### src/rtl/isc_pkg.sv
package isc_pkg;
   localparam int REG_AW = 2;
   localparam logic [REG_AW-1:0] A_STAT  = 2'd0;
   localparam logic [REG_AW-1:0] A_KEY   = 2'd1;
   localparam logic [REG_AW-1:0] A_FIRQ  = 2'd2;
   localparam int NUM_LATCH = 3;
   localparam int B_KEY = 0;
   localparam int B_PRN = 1;
   localparam int B_TMR = 2;
   localparam int B_EXT = 3;
   localparam int B_FDC = 4;
endpackage

### src/rtl/isc_tick.sv
module isc_tick #(
   parameter int TICK_CYCLES = 101750
) (
   input  logic clk,
   input  logic rst_n,
   output logic tick
);
   localparam int CW = (TICK_CYCLES > 2) ? $clog2(TICK_CYCLES) : 1;
   localparam logic [CW-1:0] LAST = CW'(TICK_CYCLES - 1);

   initial begin
      assert (TICK_CYCLES >= 2) else $error("TICK_CYCLES must be at least 2");
   end

   logic [CW-1:0] cnt_q;

   assign tick = (cnt_q == LAST);

   always_ff @(posedge clk) begin
      if (!rst_n)    cnt_q <= '0;
      else if (tick) cnt_q <= '0;
      else           cnt_q <= cnt_q + 1'b1;
   end
endmodule

### src/rtl/isc_flag.sv
module isc_flag (
   input  logic clk,
   input  logic rst_n,
   input  logic req,
   input  logic en,
   input  logic clr_rd,
   input  logic kill,
   output logic pend
);
   always_ff @(posedge clk) begin
      if (!rst_n)         pend <= 1'b0;
      else if (kill)      pend <= 1'b0;
      else if (req && en) pend <= 1'b1;
      else if (clr_rd)    pend <= 1'b0;
   end
endmodule

### src/rtl/isc_firq.sv
module isc_firq (
   input  logic clk,
   input  logic rst_n,
   input  logic break_key,
   input  logic sub_attn,
   input  logic clr_attn,
   output logic brk_q,
   output logic attn_q,
   output logic firq
);
   logic attn_prev;
   logic attn_rise;

   assign attn_rise = sub_attn && !attn_prev;
   assign firq      = brk_q || attn_q;

   always_ff @(posedge clk) begin
      if (!rst_n) begin
         brk_q     <= 1'b0;
         attn_q    <= 1'b0;
         attn_prev <= 1'b0;
      end else begin
         brk_q     <= break_key;
         attn_prev <= sub_attn;
         if (attn_rise)     attn_q <= 1'b1;
         else if (clr_attn) attn_q <= 1'b0;
      end
   end
endmodule

### src/rtl/isc_ctrl.sv
module isc_ctrl
   import isc_pkg::*;
#(
   parameter int NUM_SND     = 3,
   parameter int TICK_CYCLES = 101750,
   parameter int ADDR_W      = 2
) (
   input  logic              clk,
   input  logic              rst_n,
   input  logic              wr_en,
   input  logic              rd_en,
   input  logic [ADDR_W-1:0] addr,
   input  logic [7:0]        wdata,
   output logic [7:0]        rdata,
   input  logic [7:0]        key_data,
   input  logic              key_req,
   input  logic              prn_req,
   input  logic              fdc_req,
   input  logic [NUM_SND-1:0] snd_req,
   input  logic              break_key,
   input  logic              sub_attn,
   output logic              irq,
   output logic              firq
);
   initial begin
      assert (NUM_SND >= 1) else $error("NUM_SND must be at least 1");
      assert (ADDR_W >= REG_AW) else $error("ADDR_W too narrow");
   end

   logic                 wr_mask, rd_stat, rd_key, rd_firq;
   logic [NUM_LATCH-1:0] en_q, req_v, clr_v, kill_v, pend_v;
   logic                 en_fdc_q, en_fdc_nxt;
   logic                 ext_q;
   logic                 tick;
   logic                 brk_q, attn_q;
   logic [7:0]           rd_mux;

   assign wr_mask = wr_en && (addr == ADDR_W'(A_STAT));
   assign rd_stat = rd_en && (addr == ADDR_W'(A_STAT));
   assign rd_key  = rd_en && (addr == ADDR_W'(A_KEY));
   assign rd_firq = rd_en && (addr == ADDR_W'(A_FIRQ));

   isc_tick #(.TICK_CYCLES(TICK_CYCLES)) u_tick (
      .clk(clk), .rst_n(rst_n), .tick(tick)
   );

   assign req_v[B_KEY] = key_req;
   assign req_v[B_PRN] = prn_req;
   assign req_v[B_TMR] = tick;
   assign clr_v[B_KEY] = rd_key;
   assign clr_v[B_PRN] = rd_stat;
   assign clr_v[B_TMR] = rd_stat;

   for (genvar g = 0; g < NUM_LATCH; g++) begin : g_src
      assign kill_v[g] = wr_mask && !wdata[g];
      isc_flag u_flag (
         .clk(clk), .rst_n(rst_n), .req(req_v[g]), .en(en_q[g]),
         .clr_rd(clr_v[g]), .kill(kill_v[g]), .pend(pend_v[g])
      );
   end

   assign en_fdc_nxt = wr_mask ? wdata[B_FDC] : en_fdc_q;

   always_ff @(posedge clk) begin
      if (!rst_n) begin
         en_q     <= '0;
         en_fdc_q <= 1'b0;
         ext_q    <= 1'b0;
      end else begin
         if (wr_mask) en_q <= wdata[NUM_LATCH-1:0];
         en_fdc_q <= en_fdc_nxt;
         ext_q    <= (fdc_req && en_fdc_nxt) || (|snd_req);
      end
   end

   isc_firq u_firq (
      .clk(clk), .rst_n(rst_n), .break_key(break_key), .sub_attn(sub_attn),
      .clr_attn(rd_firq), .brk_q(brk_q), .attn_q(attn_q), .firq(firq)
   );

   assign irq = (|pend_v) || ext_q;

   always_comb begin
      rd_mux = 8'hFF;
      if (addr == ADDR_W'(A_STAT)) begin
         rd_mux[B_EXT]         = !ext_q;
         rd_mux[NUM_LATCH-1:0] = ~pend_v;
      end else if (addr == ADDR_W'(A_KEY)) begin
         rd_mux = key_data;
      end else if (addr == ADDR_W'(A_FIRQ)) begin
         rd_mux[1] = !brk_q;
         rd_mux[0] = !attn_q;
      end
   end

   always_ff @(posedge clk) begin
      if (!rst_n)     rdata <= 8'hFF;
      else if (rd_en) rdata <= rd_mux;
   end
endmodule

### config.mk
export PLATFORM = sky130hd
export DESIGN_NAME = isc_ctrl
export DESIGN_NICKNAME = d
export VERILOG_FILES = /design/src/rtl/isc_pkg.sv /design/src/rtl/isc_tick.sv /design/src/rtl/isc_flag.sv /design/src/rtl/isc_firq.sv /design/src/rtl/isc_ctrl.sv
export SDC_FILE = /design/constraint.sdc
export NUM_CORES = 1
export LEC_CHECK = 0
export BUFFER_PORTS_ARGS = -buffer_cell sky130_fd_sc_hd__buf_4
export CORE_ASPECT_RATIO = 0.7
export CORE_MARGIN = 2
export CORE_UTILIZATION = 25
export CTS_BUF_LIST = sky130_fd_sc_hd__clkbuf_4 sky130_fd_sc_hd__clkbuf_8
export CTS_CLUSTER_DIAMETER = 150
export CTS_CLUSTER_SIZE = 8
export DETAILED_ROUTE_END_ITERATION = 10
export PLACE_DENSITY_LB_ADDON = 0.2
export SLEW_MARGIN = 20
export SYNTH_ARGS = -nofsm -noshare
export SYNTH_HDL_FRONTEND = slang
export SYNTH_HIERARCHICAL = 1
export SYNTH_SLANG_ARGS = --single-unit
### constraint.sdc
create_clock -name clk -period 2 [get_ports clk]
set_input_delay 0.1 -clock clk [delete_from_list [all_inputs] [get_ports clk]]
set_output_delay 0.1 -clock clk [all_outputs]
set_load 0.05 [all_outputs]
Word-level counts from Yosys, hierarchy flattened

Index checks and enable logic that the tools add are counted.

Register bits after elaboration: 36
Latch bits: 0
Bits in writable memories: 0
ROM bits: 0
Output and inout bits: 10
Memories kept: 0

Add/subtract/negate cells: 1
Multipliers: 0
Div/mod/pow operators: 0
$lt $le $gt $ge: 0
Equality and inequality tests: 3
Shift operators: 0
Muxes and demuxes: 13
Bitwise gates (word level): 2
Reductions and logical operators: 33

Operator list:

| kind                    | count |
|---|---|
| $add A17 B1 Y17 const B | 1 |
| $eq A17 B17 Y1 const B  | 1 |
| $logic_and A1 B1 Y1     | 12 |
| $mux W1                 | 8 |
| $mux W4                 | 2 |
| $reduce_bool A2 Y1      | 4 |
| $reduce_or A2 Y1        | 4 |
| $logic_not A1 Y1        | 7 |
| $mux W6                 | 1 |
| $reduce_or A3 Y1        | 2 |
| $mux W2                 | 2 |
| $logic_or A1 B1 Y1      | 3 |
| $not A3 Y3              | 1 |
| $eq A2 B1 Y1 const B    | 1 |
| $eq A2 B2 Y1 const B    | 1 |
| $logic_not A2 Y1        | 1 |
| $not A1 Y1              | 1 |

Depth between registers and ports, before layout

Word-level depth: 5
Depth in mapped cells: 6
Gate-level depth less buffers: 6

Cells and area by module

Netlist, hierarchy kept.

By module, submodules not included:

| module   | instances | cells an instance | area each (sq um) | seq. area each (sq um) |
|---|---|---|---|---|
| isc_tick | 1         | 85                | 782.0             | 340.3 |
| isc_ctrl | 1         | 71                | 578.1             | 260.2 |
| isc_flag | 3         | 5                 | 45.0              | 20.0 |
| isc_firq | 1         | 9                 | 102.6             | 60.1 |

Worst setup path before layout

Ideal clock, no wire load.

Kind: register to register
From: register u_tick.cnt_q[12]
To: register u_tick.cnt_q[4]
Setup time: 115 ps
Arrival time: 1,494 ps
Slack: 391 ps
Cell stages (with the launch flop): 6
Buffers on the path: 1
Period minus slack after synthesis: 1,609 ps
Cell sequence: dfxtp_1 nor4b_2 nand3_2 o41ai_4 buf_6 nor2_1

Word-level cells in the longest chain between the ends: 2

RTL lines:

| item                       | RTL line       | RTL |
|---|---|---|
| from (decl)                | isc_tick.sv:15 | `logic [CW-1:0] cnt_q;` |
| from (signal assigned)     | isc_tick.sv:22 | `else cnt_q <= cnt_q + 1'b1;` |
| $eq A17 B17 Y1             | isc_tick.sv:17 | `assign tick = (cnt_q == LAST);` |
| $reduce_or A2 Y1 (no line) | n/a            |  |

No other way between the ends.
A chain may end at the register's enable or synchronous reset.

Worst setup path after layout

From: register u_tick.cnt_q[12]
To: register u_tick.cnt_q[2]

The elaborated chain is that of the path after synthesis.

==> results.yml <==
sta:
  period_minus_slack_ns: 1.592
  setup-violations-final: 0
  period_share_pct: 79.62
  worst_slew_pin_slew_ns: 0.6724
  max_freq_mhz: 628.0
  maxSlewHeadroom_pct: 55.07
  final.setup.tns_ns: 0
  hold_viol_final: 0
  drv_slew: 0
  finClkSkew_ns: 0.009507
  rsz0062_at_grt: "false"
logic_synthesis:
  synth_compound_area_share_pct: 12.37
  synth_cell_type_count: 36
  synthAdderAreaFrac_pct: 1.566
  yosysTopAreaCellShare_pct: 45.11
  ys_seq_elements: 36
  synth-simple-area-share_pct: 29.91
  yosysSeqAreaShare_pct: 45.11
  synth_top_family_by_area: "simple AND/OR/NAND/NOR gates"
  synth_mux_area_share_pct: 0
  yosysWarnings: 6
  syn_nets: 212
  syn_inst: 180
  synth_area_leaders: "dfxtp_1 45%, xnor2_1 7.7%, nor2_1 7.0%"
  netlist_area_um2: 1598
  synth_area_per_cell_um2: 8.877
  synth_top_area_cell: "dfxtp_1"
  yosys.area_share.xor_xnor_pct: 8.222
finish:
  diodes: 0
  final_layout_size_suffix_gt1_share_pct: 23.74
  fillers: 659
  nets: 251
  layout_commonest_cell: "buf_4"
  most-common-layout-cells: "37 x buf_4, 36 x dfxtp_1, 30 x nor2_1"
  area_delta_synth_final_pct: 26.70
global_routing:
  grt-ovfl-total: 0
  grt_max_degree: 23
  grt_pass1_wl_um: 5789
  grt_antenna_before_repair: 0
  track_usage_pct: 10.38
  grt_pass1_vias: 1213
clock_tree:
  clk_path_buf_depth: 2
  ctsHtreeMaxLevel: 2
  path_clk_slew_ns: 0.07
  clk_latency_ns: 0.29
  numCtsBuffers: 5
  cts_sinks: 36
  cts-resized-gates: 0
  holdBufCountCts: 0
  cts_tree: "done"
  cts-root-buf: "clkbuf_8"
  post-cts-setup-buffers: 0
drt:
  drt_first_pass_iters: 4
  drtAntennaViolNets: 0
  drt_iter0_drc: 46
  vias: 1297
  wl_per_cell_um: 11.63
  drc_errors: 0
  routed_via_density: 4.367
  wl_um: 3454
critical_path:
  r2r_slack_ns: 0.41
  path_cells: "nor4b_2 > nand3_2 > o41ai_4 > buf_4 > nor2_1"
  cp.required_ns: 2.17
  cp_slowest_cell: "o41ai_4"
  crit_fanout: 10
  worst_setup_path_start_kind: "flop"
  path_class: "flop to flop"
  crit_path_end_kind: "flop"
  critPathMaxStageDelay_ns: 0.37
  arrival_ns: 1.76
floorplanning:
  dieArea_um2: 7057
  fp.dieW_um: 99.55
  core_um2: 6216
  initial_utilization_pct: 25.70
  rows: 24
  die_h_um: 70.89
  ios: 40
place:
  port_buffers: 35
  dpl.hpwl_um: 2530
  gp_congestion: 0.7461
pwr:
  pwr_density_cell_nw_per_um2: 702.1
  power_uw: 1421
  vdd_drop_max_v: 0.0002273
  p_leak_uw: 0.0007407
flow_run:
  max_cap_violations: 0
hold_path:
  hold_class: "input port to flop"
status:
  status: "finished, final reports clean"
==> routing by layer <==
metal / routed length, µm / GRT usage, % / vias to the layer above / share of wire, %
li1: - / - / 692 / -
met1: 1948 / 15.48 / 571 / 56
met2: 1299 / 13.44 / 26 / 38
met3: 144 / 3.162 / 8 / 4.2
met4: 61 / 4.718 / 0 / 1.8
met5: 0 / 0 / - / 0
==> state kept, by name, summed over array words and instances (netlist names) <==
| signal | count |
|---|---|
| en_fdc_q | 1 |
| en_q | 3 |
| ext_q | 1 |
| g_src.u_flag/pend | 3 |
| rdata | 8 |
| u_firq/attn_prev | 1 |
| u_firq/attn_q | 1 |
| u_firq/brk_q | 1 |
| u_tick/cnt_q | 17 |
==> cell usage after synthesis, drive strengths merged <==
cell type,instances
nor4,5
o311ai,2
a21o,2
nor3b,1
nand4,6
nor4b,1
inv,4
nor3,4
nor2,30
or4,1
nand2b,11
a31oi,2
or2,1
dfxtp,36
xnor2,14
a21boi,5
o21ai,2
a211oi,2
ha,2
nand2,19
o31ai,1
clkbuf,1
xor2,1
buf,4
or4b,1
and2,2
nor2b,2
o41ai,1
or3b,1
a21oi,3
nand3b,1
o22ai,4
nand3,8
==> through the flow <==
step | utilization [%] | instance area, µm² | hold WS, ns | setup slack [ns] | std cells
2_1_floorplan | - | 1598 | 0.2217 | 0.3910 | 180
3_3_place_gp | 31.26 | 1943 | 0.3066 | 0.4149 | 290
3_5_place_dp | 31.26 | 1943 | 0.3123 | 0.4102 | 290
4_1_cts | 32.57 | 2024 | 0.004542 | 0.3978 | 297
5_1_grt | 32.57 | 2024 | 0.01592 | 0.3062 | 297
6_report | 32.57 | 2024 | 0.02189 | 0.4076 | 297
==> final timing paths <==
| check | startpoint | end | depth (start not counted) |
|---|---|---|---|
| hold reg to reg | en_q[2] | g_src[2].u_flag/pend | 2 |
| hold / removal | break_key | u_firq/brk_q | 2 |
| setup reg to reg | u_tick/cnt_q[12] | u_tick/cnt_q[2] | 5 |
| setup / recovery | u_tick/cnt_q[12] | u_tick/cnt_q[2] | 5 |
==> critical path: cells and delay by family, from the launching register on <==
kind | cells | cell delay (ns)
flops | 1 | 0.36
buf+inv | 1 | 0.23
compound gates | 1 | 0.37
simple gates | 3 | 0.51
==> cell type report <==
| type | instances | area (µm²) | area share, % |
|---|---|---|---|
| Multi-Input combinational cell | 135 | 832.0 | 41.10 |
| Clock buffer | 6 | 76.32 | 3.770 |
| Timing Repair Buffer | 37 | 277.8 | 13.72 |
| Inverter | 4 | 15.01 | 0.7417 |
| Sequential cell | 36 | 720.7 | 35.60 |
| Clock inverter | 1 | 5.005 | 0.2472 |
| Tap cell | 78 | 97.59 | 4.821 |
==> where the power goes <==
part / total [µW] / switching, µW / leakage [µW] / internal [µW]
Sequential: 752 / 14.3 / 0.000293 / 737
Clock: 495 / 245 / 0.0000445 / 250
Combinational: 175 / 95.9 / 0.000403 / 79.0
Total: 1420 / 355 / 0.000741 / 1070
==> kinds of logic (layout without fill, tap and decap cells) <==
group,after synthesis,after routing
compound gates,24,24
fa+ha+maj,2,2
buf+inv,9,48
xor+xnor,15,15
simple gates,94,94
flops,36,36
Note: power is estimated with default switching activity, not from simulation.
